`src/rtl/sa_pkg.sv`:
```
package sa_pkg;

    // Rotating pointer increment: returns idx+1, or 0 once the limit is reached.
    function automatic int wrap_inc(input int idx, input int lim);
        return (idx + 1 >= lim) ? 0 : idx + 1;
    endfunction

endpackage

```
`src/rtl/sa_rr_pick.sv`:
```
// Rotating-priority picker: first set bit at or after ptr, wrapping.
module sa_rr_pick #(
    parameter int W  = 4,
    localparam int IW = (W > 1) ? $clog2(W) : 1
) (
    input  logic [W-1:0]  req,
    input  logic [IW-1:0] ptr,
    output logic          found,
    output logic [IW-1:0] idx
);
    int c;
    always_comb begin
        found = 1'b0;
        idx   = '0;
        c     = 0;
        for (int j = 0; j < W; j++) begin
            c = int'(ptr) + j;
            if (c >= W) c = c - W;
            if (!found && req[c]) begin
                found = 1'b1;
                idx   = IW'(c);
            end
        end
    end
endmodule

```
`src/rtl/sa_vc_filter.sv`:
```
// Per-input eligibility: credit / free-VC rule plus optional age ordering.
module sa_vc_filter #(
    parameter int NUM_PORTS = 4,
    parameter int NUM_VCS   = 4,
    parameter int TS_W      = 8,
    localparam int PW = $clog2(NUM_PORTS)
) (
    input  logic                      order_en,
    input  logic [NUM_VCS-1:0]        valid,
    input  logic [NUM_VCS*PW-1:0]     port,
    input  logic [NUM_VCS-1:0]        has_ovc,
    input  logic [NUM_VCS-1:0]        credit_ok,
    input  logic [NUM_VCS*TS_W-1:0]   ts,
    input  logic [NUM_PORTS-1:0]      out_free,
    output logic [NUM_VCS-1:0]        elig
);
    logic [PW-1:0] pv;
    logic          ok;
    logic          older;

    always_comb begin
        elig  = '0;
        pv    = '0;
        ok    = 1'b0;
        older = 1'b0;
        for (int v = 0; v < NUM_VCS; v++) begin
            pv    = port[v*PW +: PW];
            ok    = has_ovc[v] ? credit_ok[v] : out_free[pv];
            older = 1'b0;
            for (int u = 0; u < NUM_VCS; u++) begin
                if (u != v && valid[u] && port[u*PW +: PW] == pv &&
                    ts[u*TS_W +: TS_W] < ts[v*TS_W +: TS_W])
                    older = 1'b1;
            end
            elig[v] = valid[v] && ok && !(order_en && older);
        end
    end
endmodule

```
`src/rtl/sa_switch_alloc.sv`:
```
module sa_switch_alloc #(
    parameter int NUM_PORTS = 4,
    parameter int NUM_VCS   = 4,
    parameter int TS_W      = 8,
    localparam int PW = $clog2(NUM_PORTS),
    localparam int VW = $clog2(NUM_VCS),
    localparam int NV = NUM_PORTS * NUM_VCS
) (
    input  logic                      clk,
    input  logic                      rst_n,
    input  logic                      order_en,
    input  logic [NV-1:0]             req_valid,
    input  logic [NV*PW-1:0]          req_port,
    input  logic [NV-1:0]             req_has_ovc,
    input  logic [NV-1:0]             req_credit_ok,
    input  logic [NV-1:0]             req_tail,
    input  logic [NV*TS_W-1:0]        req_ts,
    input  logic [NUM_PORTS-1:0]      out_free_vc,
    output logic [NUM_PORTS-1:0]      gnt_valid,
    output logic [NUM_PORTS*PW-1:0]   gnt_in,
    output logic [NUM_PORTS*VW-1:0]   gnt_vc,
    output logic [NV-1:0]             vc_gnt,
    output logic [NUM_PORTS-1:0]      ovc_alloc_req,
    output logic [NV-1:0]             credit_ret,
    output logic [NV-1:0]             credit_free
);
    import sa_pkg::*;

    typedef struct packed {
        logic [NUM_PORTS-1:0][VW-1:0] in_ptr;
        logic [NUM_PORTS-1:0][PW-1:0] out_ptr;
    } ptr_state_t;

    ptr_state_t st_d, st_q;

    logic [NUM_PORTS-1:0][NUM_VCS-1:0]   elig;
    logic [NUM_PORTS-1:0]                bid;
    logic [NUM_PORTS-1:0][VW-1:0]        bid_vc;
    logic [NUM_PORTS-1:0][PW-1:0]        bid_port;
    logic [NUM_PORTS-1:0][NUM_PORTS-1:0] req_mx;   // [output][input]
    logic [NUM_PORTS-1:0]                og_valid;
    logic [NUM_PORTS-1:0][PW-1:0]        og_in;

    // Stage one: one VC per input.
    for (genvar gi = 0; gi < NUM_PORTS; gi++) begin : g_in
        sa_vc_filter #(
            .NUM_PORTS(NUM_PORTS), .NUM_VCS(NUM_VCS), .TS_W(TS_W)
        ) u_filt (
            .order_en  (order_en),
            .valid     (req_valid    [gi*NUM_VCS +: NUM_VCS]),
            .port      (req_port     [gi*NUM_VCS*PW +: NUM_VCS*PW]),
            .has_ovc   (req_has_ovc  [gi*NUM_VCS +: NUM_VCS]),
            .credit_ok (req_credit_ok[gi*NUM_VCS +: NUM_VCS]),
            .ts        (req_ts       [gi*NUM_VCS*TS_W +: NUM_VCS*TS_W]),
            .out_free  (out_free_vc),
            .elig      (elig[gi])
        );
        sa_rr_pick #(.W(NUM_VCS)) u_s1 (
            .req   (elig[gi]),
            .ptr   (st_q.in_ptr[gi]),
            .found (bid[gi]),
            .idx   (bid_vc[gi])
        );
        assign bid_port[gi] = req_port[(gi*NUM_VCS + int'(bid_vc[gi]))*PW +: PW];
    end

    // Request matrix built from stage-one winners.
    always_comb begin
        for (int o = 0; o < NUM_PORTS; o++)
            for (int i = 0; i < NUM_PORTS; i++)
                req_mx[o][i] = bid[i] && (bid_port[i] == PW'(o));
    end

    // Stage two: one input per output.
    for (genvar go = 0; go < NUM_PORTS; go++) begin : g_out
        sa_rr_pick #(.W(NUM_PORTS)) u_s2 (
            .req   (req_mx[go]),
            .ptr   (st_q.out_ptr[go]),
            .found (og_valid[go]),
            .idx   (og_in[go])
        );
    end

    int k;
    always_comb begin
        st_d          = st_q;
        gnt_valid     = '0;
        gnt_in        = '0;
        gnt_vc        = '0;
        vc_gnt        = '0;
        ovc_alloc_req = '0;
        credit_ret    = '0;
        credit_free   = '0;
        k             = 0;
        for (int o = 0; o < NUM_PORTS; o++) begin
            if (og_valid[o]) begin
                k                    = int'(og_in[o]) * NUM_VCS + int'(bid_vc[og_in[o]]);
                gnt_valid[o]         = 1'b1;
                gnt_in[o*PW +: PW]   = og_in[o];
                gnt_vc[o*VW +: VW]   = bid_vc[og_in[o]];
                vc_gnt[k]            = 1'b1;
                credit_ret[k]        = 1'b1;
                credit_free[k]       = req_tail[k];
                ovc_alloc_req[o]     = !req_has_ovc[k];
                st_d.out_ptr[o]      = PW'(wrap_inc(int'(og_in[o]), NUM_PORTS));
            end
        end
        for (int i = 0; i < NUM_PORTS; i++) begin
            if (bid[i])
                st_d.in_ptr[i] = VW'(wrap_inc(int'(bid_vc[i]), NUM_VCS));
        end
    end

    always_ff @(posedge clk) begin
        if (!rst_n) st_q <= '0;
        else        st_q <= st_d;
    end
endmodule

```
`config.mk`:
```
export PLATFORM = sky130hd
export DESIGN_NAME = sa_switch_alloc
export DESIGN_NICKNAME = d
export VERILOG_FILES = /design/src/rtl/sa_pkg.sv /design/src/rtl/sa_rr_pick.sv /design/src/rtl/sa_vc_filter.sv /design/src/rtl/sa_switch_alloc.sv
export SDC_FILE = /design/constraint.sdc
export NUM_CORES = 1
export LEC_CHECK = 0
export ABC_AREA = 1
export ABC_CLOCK_PERIOD_IN_PS = 8700
export BUFFER_PORTS_ARGS = -buffer_cell sky130_fd_sc_hd__buf_2
export CAP_MARGIN = 10
export CORE_ASPECT_RATIO = 0.9
export CORE_MARGIN = 2
export CORE_UTILIZATION = 45
export CTS_CLUSTER_DIAMETER = 50
export DETAILED_ROUTE_END_ITERATION = 10
export PLACE_DENSITY = 0.68
export REMOVE_ABC_BUFFERS = 1
export SLEW_MARGIN = 0
export SYNTH_ARGS = -nofsm -noshare
export SYNTH_HDL_FRONTEND = slang
export SYNTH_SLANG_ARGS = --single-unit
```
`constraint.sdc`:
```
create_clock -name clk -period 8.7 [get_ports clk]
set_input_delay 1.74 -clock clk [delete_from_list [all_inputs] [get_ports clk]]
set_output_delay 1.74 -clock clk [all_outputs]
set_load 0.01 [all_outputs]
```
; ---- Word level (Yosys, flattened, before mapping)
; Index checks and enable logic that the tools add are counted.
[word_totals]
register_bits = 16
latchBits = 0
ram_bits = 0
mem_bits_ro = 0
input_bits = 231
out_inout_bits = 72
elab_cells = 894
memories = 0
[op_classes]
n_addsub = 71
n_mul = 0
div_mod_pow = 0
magnitude_cmp = 148
n_eq_ne = 60
n_shift = 4
muxes = 363
bitwise_logic = 4
n_reduce_logical = 236
[ops]
columns = op, n
row1 = 32-bit by 4-bit less-than comparator with 1-bit output (second input constant), 32
row2 = 32-bit 2-to-1 mux, 32
row3 = 32-bit by 4-bit greater-or-equal comparator with 1-bit output (second input constant), 24
row4 = 32-bit by 4-bit subtractor with 32-bit output (second input constant), 24
row5 = 8-bit less-than comparator, 48
row6 = 1-bit 2-to-1 mux, 204
row7 = 1-bit logical AND, 188
row8 = 16-bit 2-to-1 mux, 8
row9 = 2-bit 2-to-1 mux, 52
row10 = 1-bit binary-select mux with 2-bit select, 48
row11 = 2-bit == test, 48
row12 = 32-bit by 7-bit variable part select with 2-bit output, 2
row13 = 2-bit by 3-bit less-than comparator with 1-bit output (second input constant), 20
row14 = 2-bit by 1-bit adder with 3-bit output (second input constant), 16
row15 = 2-bit by 2-bit adder with 3-bit output (second input constant), 16
row16 = 16-bit bitwise mux, 3
row17 = 16-bit OR, 3
row18 = 1-bit zero test, 44
row19 = 1-bit binary-select mux with 4-bit select, 8
row20 = 32-bit by 4-bit variable part select with 2-bit output, 1
row21 = 32-bit by 6-bit variable part select with 2-bit output, 1
row22 = 2-bit by 3-bit subtractor with 4-bit output (second input constant), 8
row23 = 2-bit by 3-bit greater-or-equal comparator with 1-bit output (second input constant), 8
row24 = 3-bit greater-or-equal comparator (second input constant), 8
row25 = 11 further kinds, 40

; ---- Logic depth before layout (Yosys ltp)
[logic_depth]
ltp_word = 54
depth_mapped = 49
depth_no_buf = 48

; ---- Hierarchy
; From an unflattened synthesis, not the netlist that was laid out.
[unflattened]
cells_unflattened = 2559
hier_area_um2 = 14181.1
[modules_own_cells]
columns = mod, n_inst, cells_each, area_each_um2, seq_area_each_um2
row1 = sa_vc_filter, 4, 309, 1790.5, 0.0
row2 = sa_switch_alloc, 1, 851, 4466.8, 320.3
row3 = sa_rr_pick, 8, 59, 319.1, 0.0

; ---- Worst setup path after synthesis
; OpenSTA, ideal clock, no wires.
[synth_timing]
path_kind = input-to-output
start = input port req_ts[71]
end = output port vc_gnt[11]
t_arrival_ns = 5.545
t_required_ns = 6.960
slack_ns = 1.415
path_stages = 37
n_path_buf = 3
cell_sequence = inv_1 -> ha_1 -> nand2_1 -> nor2_1 -> nor3b_1 -> nor2_1 -> nand2_1 -> nand3_1 -> nand2_1 -> nand3_1 -> nand3_2 -> nand2_4 -> nand2_2 -> nand2_1 -> nand2_2 -> nand3_4 -> nand2_1 -> nand3_2 -> nand2_4 -> nand3_1 -> nand2_1 -> nand3_1 -> o21a_2 -> nand2_1 -> nand2_2 -> nor2_1 -> nand2_2 -> nand2_2 -> buf_6 -> a21oi_1 -> o21ai_1 -> nand2_2 -> buf_6 -> nor2_1 -> nand2_1 -> nand4_1 -> buf_4
[synth_via]
elab_chain_len = 52
word_cells_on_any_way = 215
cone_classes = add/sub (5) / order compare (14) / eq/ne (3) / shift (1) / mux (132) / bitwise (3) / reduce/logical (57)
[synth_rtl]
columns = element, line_no
row1 = "start, declared", sa_switch_alloc.sv:17  ; input logic [NV*TS_W-1:0] req_ts,
row2 = 8-bit less-than comparator, sa_vc_filter.sv:32  ; ts[u*TS_W +: TS_W] < ts[v*TS_W +: TS_W])
row3 = 1-bit logical AND, sa_vc_filter.sv:31  ; if (u != v && valid[u] && port[u*PW +: PW] == pv &&
row4 = 1-bit 2-to-1 mux (3 in series), sa_vc_filter.sv:31
row5 = 1-bit logical AND, sa_vc_filter.sv:35  ; elig[v] = valid[v] && ok && !(order_en && older);
row6 = 1-bit zero test, sa_vc_filter.sv:35
row7 = 1-bit logical AND, sa_vc_filter.sv:35
row8 = 1-bit binary-select mux with 2-bit select, sa_rr_pick.sv:19  ; if (!found && req[c]) begin
row9 = 1-bit 2-to-1 mux (implied by the code) (2 in series), sa_rr_pick.sv:19
row10 = (+33 left out), n/a
row11 = 1-bit demux with 4-bit select, n/a
row12 = 16-bit 2-to-1 mux, n/a
row13 = 16-bit OR (no line), n/a
row14 = 16-bit 2-to-1 mux, n/a
row15 = 16-bit OR (no line), n/a
row16 = 16-bit 2-to-1 mux, n/a
row17 = 16-bit OR (no line), n/a
row18 = 16-bit 2-to-1 mux (*), n/a
row19 = "end, declared", sa_switch_alloc.sv:22  ; output logic [NV-1:0] vc_gnt,
; Mark *: on every way between the ends. The rest lies on a longest branch, timed or not. The select of a mux whose other input is x is not followed.

; ---- Final worst setup path
[layout_timing]
start = input port req_ts[109]
end = output port credit_free[4]
[layout_via]
elab_chain_len = 53
word_cells_on_any_way = 226
cone_classes = add/sub (5) / order compare (14) / eq/ne (3) / shift (1) / mux (145) / bitwise (1) / reduce/logical (57)
[layout_rtl]
columns = element, line_no
row1 = 8-bit less-than comparator, sa_vc_filter.sv:32
row2 = 1-bit logical AND, sa_vc_filter.sv:31
row3 = 1-bit 2-to-1 mux (3 in series), sa_vc_filter.sv:31
row4 = 1-bit logical AND, sa_vc_filter.sv:35
row5 = 1-bit zero test, sa_vc_filter.sv:35
row6 = 1-bit logical AND, sa_vc_filter.sv:35
row7 = 1-bit binary-select mux with 2-bit select, sa_rr_pick.sv:19
row8 = 1-bit 2-to-1 mux (implied by the code) (2 in series), sa_rr_pick.sv:19
row9 = (+34 left out), n/a
row10 = 16-bit AND (no line), n/a
row11 = 16-bit 2-to-1 mux, sa_switch_alloc.sv:96  ; if (og_valid[o]) begin
row12 = 16-bit bitwise mux, sa_switch_alloc.sv:103  ; credit_free[k] = req_tail[k];
row13 = 16-bit 2-to-1 mux, sa_switch_alloc.sv:96
row14 = 16-bit bitwise mux, sa_switch_alloc.sv:103
row15 = 16-bit 2-to-1 mux, sa_switch_alloc.sv:96
row16 = 16-bit bitwise mux, sa_switch_alloc.sv:103
row17 = 16-bit 2-to-1 mux (*), sa_switch_alloc.sv:96
row18 = "end, declared", sa_switch_alloc.sv:25  ; output logic [NV-1:0] credit_free
; Marked as above.

==> results.sh <==
export IMPL_fmax_mhz=120
export IMPL_reg2regPathDepth=22
export IMPL_drc=0
export IMPL_maxCapViolations=0
export IMPL_slew_headroom_pct=58.1
export IMPL_ant_nets=0
export IMPL_timing_final_max_slew_violations=0
export IMPL_reg_largest_list="st_q (16)"
export IMPL_portBuffers=302
export IMPL_viasPerCell=5.47
export IMPL_nets=3250
export IMPL_path_class="in2out"
export IMPL_yosysSeqAreaShare_pct=2.23
export IMPL_synthFlopType="dfxtp_1"
export IMPL_placed_cells=3178
export IMPL_period_share_pct=95.7
export IMPL_largest_reg_flops=16
export IMPL_root_buffer="clkbuf_16"
export IMPL_hpwl_microns=43100
export IMPL_numCtsBuffers=3
export IMPL_io_pin_count=303
export IMPL_yosys_warnings=0
export IMPL_final_hold_violation_count=0
export IMPL_vias=17700
export IMPL_area_growth_pct=17.0
export IMPL_holdPathStages=2
export IMPL_fin_cells=3232
export IMPL_grt_max_degree=19
export IMPL_clkTransAtPathRegs_ns=0.05
export IMPL_syn_avg_cell_area_sq_um=5.70
export IMPL_fin_crit_ns=8.32
export IMPL_drt_iter0_drc=1787
export IMPL_cp_max_fo=13
export IMPL_avgRoutedWirePerCell_microns=16.3
export IMPL_dieArea_sq_um=33300
export IMPL_timing_rr_end="st_q[3]$_SDFFE_PN0N_"
export IMPL_worst_pin_slew_ns=0.628
export IMPL_crit_arrival_ns=6.58
export IMPL_status="finished, final reports clean"
export IMPL_fin_skew_ns=0.00335
export IMPL_critPathSlowestCell="ha_1"
export IMPL_cts_htree_levels=1
export IMPL_insertion_delay_ns=0.26
export IMPL_num_rows=62
export IMPL_wirelength_microns=52600
export IMPL_drtPass1Iterations=7
export IMPL_final_core_util_pct=53.0
export IMPL_crit_end="credit_free[4]"
export IMPL_synth_edf_count=0
export IMPL_async_flop_share_pct=0
export IMPL_antenna_found_initial=6
export IMPL_critPathMaxStageDelay_ns=0.31
export IMPL_synthCells=2517
export IMPL_netlist_area_sq_um=14300
export IMPL_die_h_microns=173
export IMPL_yosys_register_bits=16
export IMPL_clockBufferDepth=2
export IMPL_grt_busiest_layer="met2"
export IMPL_grt_first_pass_wirelength_microns=81300
export IMPL_cts_sinks=16
export IMPL_die_w_microns=192
export IMPL_grt_usage_pct=29.8
export IMPL_worstSetupEndpointType="output port"
export IMPL_grt_util_met2_pct=47.5
export IMPL_met3_usage_pct=4.43
export IMPL_crit_path_start="req_ts[109]"
export IMPL_finalSetupViolations=0
export IMPL_grt_met1_usage_pct=40.7
export IMPL_start_util_pct=45.3
export IMPL_timing_rr_start="st_q[10]$_SDFFE_PN0P_"
export IMPL_drive_above_1_share_pct=23.2
export IMPL_cts_hold_buf=0
export IMPL_crit_top_cell="nand2_1"
export IMPL_reg2reg_slack_ns=4.87
export IMPL_top_register="st_q"
export IMPL_cts_tree="yes"
export IMPL_gp_congestion=1.08
export IMPL_first_global_vias=16200
export IMPL_core_area_sq_um=31700
export IMPL_start_kind="input pin"
export IMPL_hold_class="reg2reg"
export IMPL_crit_required_ns=6.96
export IMPL_yosysUniqueCellTypes=52
export IMPL_overflow=0
## worst max-delay path: cells and delay by family
family / cells / cell delay, ns
buffers and inverters: 6 / 0.71
adder cells (fa/ha/maj): 1 / 0.31
AO/OA/AOI/OAI: 4 / 0.50
AND/OR/NAND/NOR: 29 / 3.29
## Yosys cell counts (6+ instances only)
cell type  count  share of area [%]
a211oi_1       6               0.31
a21o_1         9               0.47
a21oi_1      117                4.1
and2_1        15               0.65
buf_2         24               0.84
buf_4         36                1.9
buf_6         21                1.6
clkinv_1       8               0.21
dfxtp_1       16                2.2
ha_1         208                 18
inv_1        319                8.3
inv_2         39                1.0
nand2_1      829                 22
nand2_2       51                2.2
nand2_4       20                1.6
nand3_1      265                9.2
nand3_2       61                4.3
nand3_4        6               0.73
nand3b_1      11               0.58
nand4_1       61                2.7
nor2_1       173                4.5
nor2_2         9               0.39
o211ai_1      27                1.4
o21a_1        15               0.79
o21ai_0       45                1.6
o21ai_1       12               0.42
o21bai_1       8               0.42
xnor2_1       40                2.4
xnor2_2        9                1.0
## routing by layer
metal / vias to the layer above / share of wire [%]
li1: 8751 / -
met1: 7895 / 44
met2: 856 / 43
met3: 162 / 9.4
met4: 0 / 3.9
met5: - / 0
## worst min-delay path by stage
stage	from	end
after floorplan	st_q[7]$_SDFFE_PN0N_	st_q[7]$_SDFFE_PN0N_
after global placement	st_q[7]$_SDFFE_PN0N_	st_q[7]$_SDFFE_PN0N_
after detailed placement	st_q[7]$_SDFFE_PN0N_	st_q[7]$_SDFFE_PN0N_
after CTS	st_q[7]$_SDFFE_PN0N_	st_q[7]$_SDFFE_PN0N_
after global routing	st_q[7]$_SDFFE_PN0N_	st_q[7]$_SDFFE_PN0N_
final	st_q[7]$_SDFFE_PN0N_	st_q[7]$_SDFFE_PN0N_
## stage by stage
step | instance area [sq um] | TNS [ns] | hold slack (ns) | setup slack (ns)
after CTS | 16000 | 0 | 0.624 | 0.0625
after detailed placement | 15900 | -0.0449 | 0.592 | -0.0415
final | 16800 | 0 | 0.635 | 0.375
after global placement | 15900 | -0.0195 | 0.577 | -0.0195
after floorplan | 13600 | 0 | 0.519 | 1.20
after global routing | 16800 | -0.501 | 0.659 | -0.0556
## cells in the final DEF, fill, tap and decap left out, drive strengths merged, types with 8 or more instances in the layout
cell    netlist  final
inv         359    359
and2         15     15
nand3b       11     11
nand2       900    903
nand4        68     68
a21o          9      9
o211ai       28     28
nor2        188    188
xnor2        49     49
ha          208    208
o21ai        62     62
buf          84    374
nand3       332    333
a21oi       119    119
o21a         16     16
clkinv       10     11
o21bai        8      8
dfxtp        16     16
## final cells by class
| class | instances | area [sq um] |
|---|---|---|
| well taps | 416 | 520 |
| repair buffers | 374 | 2100 |
| inverters | 369 | 1400 |
| repair inverters | 1 | 6.26 |
| clock buffers | 3 | 75.1 |
| multi-input cells | 2046 | 12300 |
| flip-flops and latches | 16 | 320 |
| diodes | 7 | 17.5 |
| fillers | 3341 | 14900 |
## cells by family after synthesis
group	after synthesis	share of synthesized area (%)
simple gates	1522	50.4
buf+inv	459	14.7
compound gates	263	11.1
fa+ha+maj	208	18.1
xor+xnor	49	3.46
flops	16	2.23
## repair_timing
action,4_1_cts,5_1_grt
endpoints found under the setup margin,4,52
cloned,0,5
resized for setup,1,90
setup buffers,0,39
pin swaps,0,26
Power is not shown: default switching activity piles up to over one toggle a cycle in this logic, so the estimate is an artifact.
